File: config.mk
export PLATFORM = sky130hd
export DESIGN_NAME = inbox_mailbox
export DESIGN_NICKNAME = d
export VERILOG_FILES = /design/src/rtl/inbox_pkg.sv /design/src/rtl/inbox_ctrl.sv /design/src/rtl/inbox_datapath.sv /design/src/rtl/inbox_mailbox.sv
export SDC_FILE = /design/constraint.sdc
export NUM_CORES = 1
export LEC_CHECK = 0
export BUFFER_PORTS_ARGS = -buffer_cell sky130_fd_sc_hd__buf_2
export CAP_MARGIN = 20
export CORE_ASPECT_RATIO = 0.5
export CORE_UTILIZATION = 54
export DETAILED_ROUTE_END_ITERATION = 16
export GPL_ROUTABILITY_DRIVEN = 0
export GPL_TIMING_DRIVEN = 0
export HOLD_SLACK_MARGIN = 0.03
export MAX_ROUTING_LAYER = met4
export PLACE_DENSITY_LB_ADDON = 0.08
export SYNTH_ARGS = -nofsm -noshare
export SYNTH_HDL_FRONTEND = slang
export SYNTH_SLANG_ARGS = --single-unit
File: constraint.sdc
create_clock -name clk -period 2.9 [get_ports clk]
set_input_delay 0.58 -clock clk [delete_from_list [all_inputs] [get_ports clk]]
set_output_delay 0.58 -clock clk [all_outputs]
set_load 0.01 [all_outputs]
File: src/rtl/inbox_pkg.sv
package inbox_pkg;
  localparam int DATA_W = 32;
  localparam int DEPTH = 8;
  localparam int CNT_W = $clog2(DEPTH + 1);
  localparam logic [DATA_W-1:0] EMPTY_WORD = '1;

  localparam logic [7:0] OFF_PEEK = 8'h90;
  localparam logic [7:0] OFF_STATUS = 8'h98;
  localparam logic [7:0] OFF_CONFIG = 8'h9C;

  typedef struct packed {
    logic popReq;
    logic cfgWr;
    logic selHead;
    logic selStatus;
    logic selConfig;
  } ctrlStrobes_t;
endpackage

File: src/rtl/inbox_ctrl.sv
module inbox_ctrl
  import inbox_pkg::*;
(
  input  logic [7:0] addr,
  input  logic       rdEn,
  input  logic       wrEn,
  input  logic [3:0] byteEn,
  output ctrlStrobes_t strobes
);
  logic wordAcc;
  logic rdOk;
  logic isPopOff;

  assign wordAcc = (byteEn == 4'hF);
  assign rdOk = rdEn && wordAcc;
  assign isPopOff = (addr[7:4] == 4'h8) && (addr[1:0] == 2'b00);

  always_comb begin
    strobes = '0;
    strobes.popReq = rdOk && isPopOff;
    strobes.selHead = rdOk && (isPopOff || addr == OFF_PEEK);
    strobes.selStatus = rdOk && (addr == OFF_STATUS);
    strobes.selConfig = rdOk && (addr == OFF_CONFIG);
    strobes.cfgWr = wrEn && wordAcc && (addr == OFF_CONFIG);
  end
endmodule

File: src/rtl/inbox_datapath.sv
module inbox_datapath
  import inbox_pkg::*;
(
  input  logic              clk,
  input  logic              rstN,
  input  ctrlStrobes_t      strobes,
  input  logic              cfgBit,
  input  logic              pushValid,
  input  logic [DATA_W-1:0] pushData,
  output logic [DATA_W-1:0] rdata,
  output logic              irq,
  output logic              queueEmpty
);
  logic [DATA_W-1:0] slot [DEPTH];
  logic [DATA_W-1:0] slotNext [DEPTH];
  logic [CNT_W-1:0] count;
  logic [CNT_W-1:0] countAfterPop;
  logic doPop;
  logic doPush;
  logic isFull;
  logic irqEn;
  logic pending;

  assign isFull = (count == CNT_W'(DEPTH));
  assign queueEmpty = (count == '0);
  assign doPop = strobes.popReq && !queueEmpty;
  assign doPush = pushValid && (!isFull || doPop);
  assign countAfterPop = count - CNT_W'(doPop);
  assign pending = !queueEmpty;

  for (genvar i = 0; i < DEPTH; i++) begin : gSlot
    logic [DATA_W-1:0] shifted;
    if (i == DEPTH - 1) begin : gLast
      assign shifted = doPop ? EMPTY_WORD : slot[i];
    end else begin : gMid
      assign shifted = doPop ? slot[i+1] : slot[i];
    end
    assign slotNext[i] = (doPush && countAfterPop == CNT_W'(i)) ? pushData : shifted;

    always_ff @(posedge clk) begin
      if (!rstN) slot[i] <= EMPTY_WORD;
      else       slot[i] <= slotNext[i];
    end
  end

  always_ff @(posedge clk) begin
    if (!rstN) begin
      count <= '0;
      irqEn <= 1'b0;
    end else begin
      count <= countAfterPop + CNT_W'(doPush);
      if (strobes.cfgWr) irqEn <= cfgBit;
    end
  end

  always_comb begin
    rdata = '0;
    if (strobes.selHead) rdata = slot[0];
    else if (strobes.selStatus) rdata = {isFull, queueEmpty, 30'b0};
    else if (strobes.selConfig) rdata = {27'b0, pending, 3'b0, irqEn};
  end

  assign irq = irqEn && pending;

  a_r11_no_overflow: assert property (@(posedge clk) disable iff (!rstN)
    (isFull && pushValid && !strobes.popReq) |=> ($stable(count) && slot[DEPTH-1] == $past(slot[DEPTH-1])));

  a_r2_pop_shrinks: assert property (@(posedge clk) disable iff (!rstN)
    (strobes.popReq && !pushValid && count != '0) |=> (count == $past(count) - 1'b1 && slot[0] == $past(slot[1])));

  a_r8_vacated_sentinel: assert property (@(posedge clk) disable iff (!rstN)
    (!isFull) |-> (slot[DEPTH-1] == EMPTY_WORD));

  a_r5_flags_exclusive: assert property (@(posedge clk) disable iff (!rstN)
    $onehot0({isFull, queueEmpty}));

  a_r12_full_swap: assert property (@(posedge clk) disable iff (!rstN)
    (isFull && strobes.popReq && pushValid) |=> (isFull && slot[DEPTH-1] == $past(pushData)));
endmodule

File: src/rtl/inbox_mailbox.sv
module inbox_mailbox
  import inbox_pkg::*;
(
  input  logic        clk,
  input  logic        rstN,
  input  logic [7:0]  addr,
  input  logic        rdEn,
  input  logic        wrEn,
  input  logic [3:0]  byteEn,
  input  logic [31:0] wdata,
  output logic [31:0] rdata,
  input  logic        pushValid,
  input  logic [31:0] pushData,
  output logic        irq
);
  ctrlStrobes_t strobes;
  logic queueEmpty;
  logic unusedWdata;

  assign unusedWdata = ^wdata[31:1];

  inbox_ctrl uCtrl (
    .addr    (addr),
    .rdEn    (rdEn),
    .wrEn    (wrEn),
    .byteEn  (byteEn),
    .strobes (strobes)
  );

  inbox_datapath uData (
    .clk        (clk),
    .rstN       (rstN),
    .strobes    (strobes),
    .cfgBit     (wdata[0]),
    .pushValid  (pushValid),
    .pushData   (pushData),
    .rdata      (rdata),
    .irq        (irq),
    .queueEmpty (queueEmpty)
  );

  a_r7_irq_needs_data: assert property (@(posedge clk) disable iff (!rstN)
    irq |-> !queueEmpty);
endmodule

==> impl_metrics.tcl, run 1 <==
set metrics [dict create \
    antennaDiodeCount 0 \
    hpwlAfterDp_um 33200 \
    grt_max_degree 15 \
    grt_pass1_vias 12000 \
    drt_iter0_markers 1431 \
    cts_tree "done" \
    clk_pin_slew_ns 0.07 \
    hold_viol_final 0 \
    synthArstFlopShare_pct 0 \
    nets 1722 \
    power_frac_comb_pct 9.8 \
    viasPerCell 6.48 \
    overflow 0 \
    avgRoutedWirePerCell_um 23.4 \
    worstSetupPathType "input pin to register" \
    multi_input_area_mm2 0.00735 \
    status "finished clean" \
    finalMaxSlewViolations 0 \
    irDropWorstVdd_mv 0.296 \
    switchingPower_mw 2.03 \
    pre_cts_slack_ns -1.08 \
    drive_gt1_share_pct 28.6 \
    grt_usage_pct 37.4 \
    ys.flop_type "dfxtp_1" \
    setup_viol 0 \
    hp-class "input pin to register" \
    power_frac_seq_pct 47.7 \
    num_vias 12900 \
    yosys.area.top_type_share_pct 39.3 \
    cp-end-kind "register" \
    h-tree-depth 1 \
    post-route-period-util_pct 99.1 \
    fmax_mhz 348 \
    syn_nets 1644 \
    wl_um 46400 \
    ys_warn_count 0 \
    start_util_pct 55.2 \
    synth_edf_count 0 \
    p_leak_nw 5.10 \
    area.growth.synth_to_final_pct 14.1 \
    relSlewSlack_pct 32.8 \
    path_max_fanout 10 \
    ant_nets 0 \
    power.share.switching_pct 26.1 \
    ys_types 42 \
    synth_area_mm2 0.0133 \
    synth_seq_cells 261 \
    fp.dieArea_mm2 0.0253 \
    p_total_mw 7.77 \
    cts_sinks 261 \
    fillCellCount 2004 \
    fin_crit_ns 2.87 \
    placeableCoreArea_mm2 0.0241 \
    maxCapViolCount 0 \
    portBuffers 48 \
    power.internal_mw 5.74 \
    dr.pass1.iters 7 \
    most-common-layout-cells "dfxtp_1, nor3_1, o21ai_1, a21oi_1, mux2_2" \
    avgSynthCellArea_um2 8.53 \
    io_pins 114 \
    yosysTopAreaCell "dfxtp_1" \
    p_per_area_mw_per_mm2 513 \
    clockPowerShare_pct 42.5 \
    antenna_found_initial 0 \
    timing.final.ws_setup_ns 0.0255 \
    critPathLaunchType "input pin" \
    regArea_mm2 0.00523 \
    ys_seq_area_share_pct 39.3 \
    cts_root_buffer "clkbuf_16" \
    postSynthCellCount 1559 \
    cts_buffer_depth 3 \
    drc 0 \
    yosys-top-cells-area "dfxtp_1, mux2_2, nor3_1" \
    critical_path_arrival_ns 3.28 \
    cts_buffers 25 \
    hold_buffers 0 \
    grt_pass1_wl_um 70800 \
    cp.required_ns 3.30 \
    tightest_slew_ns 1.01 \
    clk-insertion-delay-late_ns 0.54 \
    row_count 40 \
    fp.dieW_um 224 \
    final_common_cell "dfxtp_1" \
    fp.dieH_um 113 \
    fin_skew_ns 0.0143 \
]
-- power by group through the flow --
stage	clock network (mW)	registers (mW)	logic, mW
6_report	3.30	3.71	0.760
5_1_grt	3.46	3.72	0.802
4_1_cts	3.28	3.71	0.711
3_5_place_dp	0	3.79	0.686
3_3_place_gp	0	3.78	0.668
2_1_floorplan	0	3.76	0.455
-- synth_stat cells (all sizes together) (5+ instances only) --
cell,instances
clkbuf,107
dfxtp,261
a211oi,32
o21ai,257
a21oi,225
mux2,224
nor3,259
buf,97
and2,32
nor2b,5
nor2,10
-- state kept, by name, summed over array words and instances, names as in the netlist --
signal / count
uData.irqEn: 1
uData.slot: 256
uData.count: 4
-- worst max-delay path, cell delays in order --
cell	delay, ns
buf_2	0.15
or4b_2	0.68
nor3_2	0.19
ha_2	0.26
ha_4	0.19
o2111ai_4	0.34
clkbuf_1	0.44
nor3_1	0.34
o21ai_1	0.10
-- repair_timing --
item,in CTS,in global routing
hold endpoints to repair,0,0
buffers inserted,1,2
cloned,0,0
pin swaps,1,5
gates resized for setup,78,92
setup endpoints to repair,279,267
-- metal layers --
layer  track usage, %  vias up  wire [µm]
li1                 -     5835          -
met1             53.3     6165      20500
met2             51.7      768      18800
met3             9.69      113       5890
met4             10.4        0       1260
met5                -        -          0
-- kinds of logic (layout without fill, tap and decap cells) --
logic type                 after synthesis  in the layout  share of synthesized area (%)
muxes                                  225            225                           19.0
and+or+nand+nor                        326            326                           12.9
buffers and inverters                  208            302                           6.89
xor gates and xnor gates                 5              5                          0.329
AOI/OAI and AO/OA                      530            530                           21.2
DFF                                    261            261                           39.3
adders and majority gates                4              4                          0.376
-- per-stage QoR --
stage | instance area (µm²) | cells | TNS [ns] | util (%) | hold slack [ns]
2_1_floorplan | 13300 | 1559 | -5.09 | - | 0.469
3_3_place_gp | 14000 | 1943 | -232.19 | 58.0 | 0.489
3_5_place_dp | 14000 | 1944 | -238.46 | 58.0 | 0.499
4_1_cts | 14900 | 1987 | 0 | 62.1 | 0.305
5_1_grt | 15200 | 1989 | -0.00555 | 63.0 | 0.330
6_report | 15200 | 1989 | 0 | 63.0 | 0.306
-- cell type report --
class                      instances  area share [%]
clock buffer                      38            4.91
buffer                           203            7.00
inverter                           4           0.107
clock inverter                     5           0.330
tap                              336            2.77
multi-input combinational       1090            48.5
timing repair buffer              52            1.97
sequential                       261            34.4
-- final timing paths --
check                                        start            endpoint  slack (ns)  cells after the start
worst min register to register  uData.slot[1][112]  uData.slot[1][112]        0.52                      2
worst max-delay path                       addr[4]   uData.slot[0][23]        0.03                      9
worst min-delay path                      wdata[0]         uData.irqEn        0.31                      3
worst max register to register      uData.count[2]   uData.slot[0][23]        0.10                      9
(Power assumes the default switching activity.)
==> run 2: changes to the inputs <==
--- a/config.mk
+++ b/config.mk
@@ -12,9 +12,10 @@
 export DETAILED_ROUTE_END_ITERATION = 16
 export GPL_ROUTABILITY_DRIVEN = 0
 export GPL_TIMING_DRIVEN = 0
-export HOLD_SLACK_MARGIN = 0.03
+export HOLD_SLACK_MARGIN = 0.1
 export MAX_ROUTING_LAYER = met4
 export PLACE_DENSITY_LB_ADDON = 0.08
+export RECOVER_POWER = 100
 export SYNTH_ARGS = -nofsm -noshare
 export SYNTH_HDL_FRONTEND = slang
 export SYNTH_SLANG_ARGS = --single-unit
==> run 2 against run 1 <==
Sequential power is essentially flat. Routed wire length grew 0.21%. Fmax shrank 0.38%. First-iteration DRC count shrank 0.42%. Clock-buffer cell count is the same. Sequential share of layout area is essentially flat. Non-clock buffer count is the same. Clock power is essentially flat. Global-route usage is the same. Die area is the same. Design area is essentially flat. Largest cell class unchanged.
==> impl_metrics.tcl, run 2 (synthesized netlist as in run 1, its figures left out) <==
set metrics [dict create \
    critPathLaunchType "input pin" \
    finalSetupTns_ns 0 \
    placeableCoreArea_mm2 0.0241 \
    irDropWorstVdd_mv 0.297 \
    most-common-layout-cells "dfxtp_1, nor3_1, o21ai_1, a21oi_1, mux2_2" \
    cts_tree "done" \
    hold_viol_final 0 \
    grt_max_degree 15 \
    pre_cts_slack_ns -1.08 \
    avgRoutedWirePerCell_um 23.4 \
    drt_iter0_markers 1425 \
    clockPowerShare_pct 42.5 \
    fp.dieArea_mm2 0.0253 \
    power_frac_seq_pct 47.7 \
    fp.dieW_um 224 \
    largest_reg_flops 256 \
    power.internal_mw 5.74 \
    cts_sinks 261 \
    clk-insertion-delay-late_ns 0.54 \
    area.growth.synth_to_final_pct 14.0 \
    post-route-period-util_pct 99.5 \
    power_frac_comb_pct 9.8 \
    path_max_fanout 10 \
    fin_crit_ns 2.89 \
    cp-end-kind "register" \
    maxCapViolCount 0 \
    reg_top3 "uData.slot (256), uData.count (4), uData.irqEn (1)" \
    cts_buffer_depth 3 \
    antenna_found_initial 0 \
    final_common_cell "dfxtp_1" \
    reg2reg_slack_ns 0.07 \
    grt_pass1_wl_um 70800 \
    drc 0 \
    start_util_pct 55.2 \
    wl_um 46500 \
    finalMaxSlewViolations 0 \
    relSlewSlack_pct 34.0 \
    worstSetupPathType "input pin to register" \
    instances_no_fill 1989 \
    cts_root_buffer "clkbuf_16" \
    cts_buffers 25 \
    final_area_mm2 0.0152 \
    switchingPower_mw 2.03 \
    num_vias 12900 \
    clk_pin_slew_ns 0.07 \
    timing.final.ws_setup_ns 0.0145 \
    viasPerCell 6.49 \
    placed_cell_area_mm2 0.0140 \
    fin_skew_ns 0.0110 \
    fillCellCount 2009 \
    antennaDiodeCount 0 \
    dr.pass1.iters 6 \
    overflow 0 \
    hold_buffers 0 \
    nets 1722 \
    status "finished clean" \
    placed_cells 1944 \
    portBuffers 48 \
    p_leak_nw 5.07 \
    critical_path_arrival_ns 3.29 \
    fmax_mhz 347 \
    setup_viol 0 \
    grt_pass1_vias 12000 \
    ant_nets 0 \
    cp.required_ns 3.30 \
    drive_gt1_share_pct 28.1 \
    hpwlAfterDp_um 33200 \
    h-tree-depth 1 \
    p_per_area_mw_per_mm2 513 \
    grt_usage_pct 37.4 \
    largest_register "uData.slot" \
    hp-class "input pin to register" \
    io_pins 114 \
    tightest_slew_ns 0.991 \
    power.share.switching_pct 26.1 \
    fp.dieH_um 113 \
    row_count 40 \
]
run 2: cell types whose count changed in the layout (fill, tap and decap cells not counted), sizes merged:
cell,before,now
buf,147,139
clkbuf,146,154
run 2: critical path: stages:
cell and delay, ns:
buf_2 0.14, or4b_2 0.68, nor3_2 0.20, ha_2 0.26, ha_4 0.19, o2111ai_4 0.34
clkbuf_1 0.44, nor3_1 0.34, o21ai_1 0.10
run 2: through the flow:
step | hold WS, ns | util [%] | power (mW)
floorplan | 0.469 | - | 4.22
global placement | 0.489 | 58.0 | 4.45
detailed placement | 0.499 | 58.0 | 4.47
CTS | 0.305 | 62.1 | 7.70
global route | 0.330 | 63.0 | 7.98
finish | 0.307 | 63.0 | 7.78
run 2: area by class of cell:
class	instances	area [µm²]	share of cell area, %
Clock buffer	38	744	4.91
Clock inverter	5	50.0	0.330
Timing Repair Buffer	52	289	1.91
Tap cell	336	420	2.77
Sequential cell	261	5230	34.5
Inverter	4	16.3	0.107
Multi-Input combinational cell	1090	7350	48.5
Buffer	203	1060	7.01
run 2: repair_timing:
item                                    4_1_cts  5_1_grt
resized for setup                            78       92
endpoints found under the hold margin         0        0
pin swaps                                     1        5
buffers inserted                              1        2
endpoints found under the setup margin      279      267
run 2: path summary, 6_finish.rpt:
kind | endpoint | cells after the start | from
worst max-delay path | uData.slot[0][23] | 9 | addr[4]
worst min register to register | uData.slot[1][112] | 2 | uData.slot[1][112]
worst min-delay path | uData.irqEn | 3 | wdata[0]
worst max register to register | uData.slot[0][23] | 9 | uData.count[2]
run 2: power by group through the flow:
stage	Sequential, mW	Clock, mW	Combinational [mW]
floorplan	3.76	0	0.455
global placement	3.78	0	0.668
detailed placement	3.79	0	0.686
CTS	3.71	3.28	0.711
global route	3.72	3.46	0.802
finish	3.71	3.30	0.762
run 2: metal layers:
layer / GRT usage, % / vias to the layer above / share of wire [%]
met5: - / - / 0
met4: 10.4 / 0 / 2.8
met3: 9.69 / 118 / 12
met2: 51.7 / 777 / 40
met1: 53.3 / 6183 / 44
li1: - / 5834 / -
==> run 3: changes to the inputs <==
--- a/config.mk
+++ b/config.mk
@@ -5,10 +5,11 @@
 export SDC_FILE = /design/constraint.sdc
 export NUM_CORES = 1
 export LEC_CHECK = 0
+export ABC_AREA = 1
 export BUFFER_PORTS_ARGS = -buffer_cell sky130_fd_sc_hd__buf_2
 export CAP_MARGIN = 20
-export CORE_ASPECT_RATIO = 0.5
-export CORE_UTILIZATION = 54
+export CORE_ASPECT_RATIO = 0.8
+export CORE_UTILIZATION = 55
 export DETAILED_ROUTE_END_ITERATION = 16
 export GPL_ROUTABILITY_DRIVEN = 0
 export GPL_TIMING_DRIVEN = 0
==> run 3 against run 2 <==
Critical path depth is 6 higher. Via count rose by 23%. Synthesized cell count up 39%. Combinational power increased by 15%. Clock power increased by 12%. Die area grew 3.9%. Synthesized area grew 6.0%. Final cell count increased by 32%. Hold slack lost 0.033 ns. Register-to-register slack improved by 0.07 ns. Core utilization grew 0.23 points. Sequential power rose by 2%.
==> impl_metrics.tcl, run 3 <==
set metrics [dict create \
    h-tree-depth 1 \
    num_vias 15900 \
    regArea_mm2 0.00523 \
    hold_buffers 0 \
    synth_area_mm2 0.0141 \
    cp-end-kind "register" \
    multi_input_area_mm2 0.00748 \
    finalSetupTns_ns 0 \
    cts_tree "done" \
    clk_pin_slew_ns 0.06 \
    worstSetupPathType "register to register" \
    synth_mux_area_share_pct 0 \
    synth_commonest_cells "nand2_1, nand3_1, dfxtp_1" \
    grt_max_degree 19 \
    fp.dieH_um 145 \
    cts_buffers 28 \
    status "finished clean" \
    yosys-top-cells-area "dfxtp_1, nand2_1, nand3_1" \
    fin_crit_ns 2.76 \
    synthArstFlopShare_pct 0 \
    crit_buf_inv 3 \
    ant_nets 0 \
    clk-insertion-delay-late_ns 0.55 \
    setup_viol 0 \
    fp.dieW_um 181 \
    largest_reg_flops 256 \
    grt_pass1_vias 14000 \
    irDropWorstVdd_mv 0.482 \
    ys_warn_count 0 \
    maxCapViolCount 0 \
    overflow 0 \
    yosysTopAreaCell "dfxtp_1" \
    path_max_fanout 10 \
    reg_top3 "uData.slot (256), uData.count (4), uData.irqEn (1)" \
    postSynthCellCount 2168 \
    fillCellCount 2462 \
    dr.pass1.iters 6 \
    tightest_slew_ns 1.23 \
    antenna_found_initial 0 \
    most-common-layout-cells "nand2_1, nand3_1, dfxtp_1, nand4_1, buf_2" \
    io_pins 114 \
    cts_root_buffer "clkbuf_16" \
    timing.final.ws_setup_ns 0.139 \
    synth_adder_area_share_pct 0.355 \
    synth_xor_area_share_pct 0 \
    slowest_stage "dfxtp_1" \
    critPathMostFrequentCell "nand2_1" \
    fp.dieArea_mm2 0.0263 \
    grt_pass1_wl_um 75200 \
    avgRoutedWirePerCell_um 17.9 \
    area.growth.synth_to_final_pct 13.2 \
    synth_edf_count 0 \
    relSlewSlack_pct 18.2 \
    finalMaxSlewViolations 0 \
    ys_types 28 \
    critical_path_arrival_ns 3.17 \
    ys.flop_type "dfxtp_1" \
    cp.required_ns 3.31 \
    post-route-period-util_pct 95.2 \
    p_per_area_mw_per_mm2 522 \
    hold_viol_final 0 \
    row_count 52 \
    grt_usage_pct 36.4 \
    synth-compound-area-share_pct 0.142 \
    yosys.area.top_type_share_pct 37.1 \
    nets 2373 \
    crit_chain "inv_2, nand2_1, nor3_4, nor2_8, ha_1, ha_1, inv_1, nand2_1, nand2_1, nand3_4, nor2_4, nand3_4, buf_2, nand3_1, nand3_1" \
    critPathMaxStageDelay_ns 0.32 \
    synth-simple-area-share_pct 52.5 \
    pre_cts_slack_ns -0.881 \
    portBuffers 80 \
    ys_seq_area_share_pct 37.1 \
    post-synth-top-count-cell "nand2_1" \
    drt_iter0_markers 2099 \
    syn_nets 2253 \
    fin_skew_ns 0.00878 \
    wl_um 47200 \
    critPathLaunchType "register" \
    avgSynthCellArea_um2 6.50 \
    drc 0 \
    viasPerCell 6.05 \
    placeableCoreArea_mm2 0.0252 \
    synth_seq_cells 261 \
    cpLargestDelayFamily "simple AND/OR/NAND/NOR gates" \
    hp-class "input pin to register" \
    drive_gt1_share_pct 11.0 \
    antennaDiodeCount 0 \
    cts_buffer_depth 3 \
    hpwlAfterDp_um 34800 \
    p_leak_nw 8.47 \
    final_common_cell "nand2_1" \
    synth_top_family_by_area "simple AND/OR/NAND/NOR gates" \
    cts_sinks 261 \
    fmax_mhz 362 \
    start_util_pct 55.8 \
    largest_register "uData.slot" \
    hold_ws_ns 0.273 \
]
-- run 3: cell count changes in the layout (fill, tap and decap cells not counted), sizes merged, moves of 109 or more --
cell	before	now
o21ai	257	1
a21oi	225	3
mux2	224	0
nand4	1	224
inv	3	112
nor3	259	3
nand3	2	527
nand2	4	775
-- run 3: final timing paths --
check	start	cells after the start	slack, ns	endpoint
max reg2reg	uData.count[1]	15	0.14	uData.slot[0][0]
min	wdata[0]	3	0.27	uData.irqEn
min reg2reg	uData.slot[0][5]	2	0.50	uData.slot[0][5]
max	uData.count[1]	15	0.14	uData.slot[0][0]
-- run 3: worst reg2reg max path: stages (launching register included) --
cell	delay, ns
dfxtp_1	0.32
inv_2	0.06
nand2_1	0.11
nor3_4	0.26
nor2_8	0.05
ha_1	0.23
ha_1	0.22
inv_1	0.08
nand2_1	0.05
nand2_1	0.10
nand3_4	0.15
nor2_4	0.28
nand3_4	0.24
buf_2	0.28
nand3_1	0.10
nand3_1	0.10
-- run 3: routing by layer --
layer | global-route usage [%] | part of all wire (%) | vias to the layer above
met5 | - | 0 | -
met4 | 7.33 | 2.2 | 0
met3 | 5.20 | 12 | 102
met2 | 51.8 | 40 | 889
met1 | 54.3 | 46 | 7436
li1 | - | - | 7500
-- run 3: report_power, final --
part / total (mW) / internal (mW) / switching [mW] / leakage (nW)
registers: 3.77 / 3.71 / 0.0662 / 2.12
logic: 0.875 / 0.254 / 0.621 / 5.88
clock network: 3.68 / 2.14 / 1.53 / 0.469
total: 8.32 / 6.11 / 2.22 / 8.47
-- run 3: cells by family (layout without fill, tap and decap cells) --
kind of cell,after synthesis,count (layout)
compound gates,4,4
fa+ha+maj,4,4
buf+inv,318,458
flops,261,261
simple gates,1581,1581
-- run 3: layout make-up --
| class | instances | share of cell area (%) |
|---|---|---|
| Timing Repair Buffer | 91 | 3.08 |
| Multi-Input combinational cell | 1589 | 46.9 |
| Clock inverter | 11 | 0.659 |
| Tap cell | 324 | 2.54 |
| Sequential cell | 261 | 32.8 |
| Clock buffer | 39 | 5.16 |
| Inverter | 112 | 2.64 |
| Buffer | 205 | 6.26 |
-- run 3: stage by stage --
| step | power [mW] | cell area, µm² | utilization (%) | cells |
|---|---|---|---|---|
| 6_report | 8.32 | 16000 | 63.2 | 2632 |
| 4_1_cts | 8.29 | 15800 | 62.8 | 2622 |
| 2_1_floorplan | 4.40 | 14100 | - | 2168 |
| 3_5_place_dp | 4.68 | 14900 | 59.0 | 2572 |
| 5_1_grt | 8.56 | 16000 | 63.2 | 2632 |
| 3_3_place_gp | 4.66 | 14900 | 59.0 | 2572 |
-- run 3: timing repair --
action,4_1_cts,5_1_grt
endpoints found under the setup margin,256,193
pin swaps,1,1
gates resized for setup,3,32
setup buffers,1,10
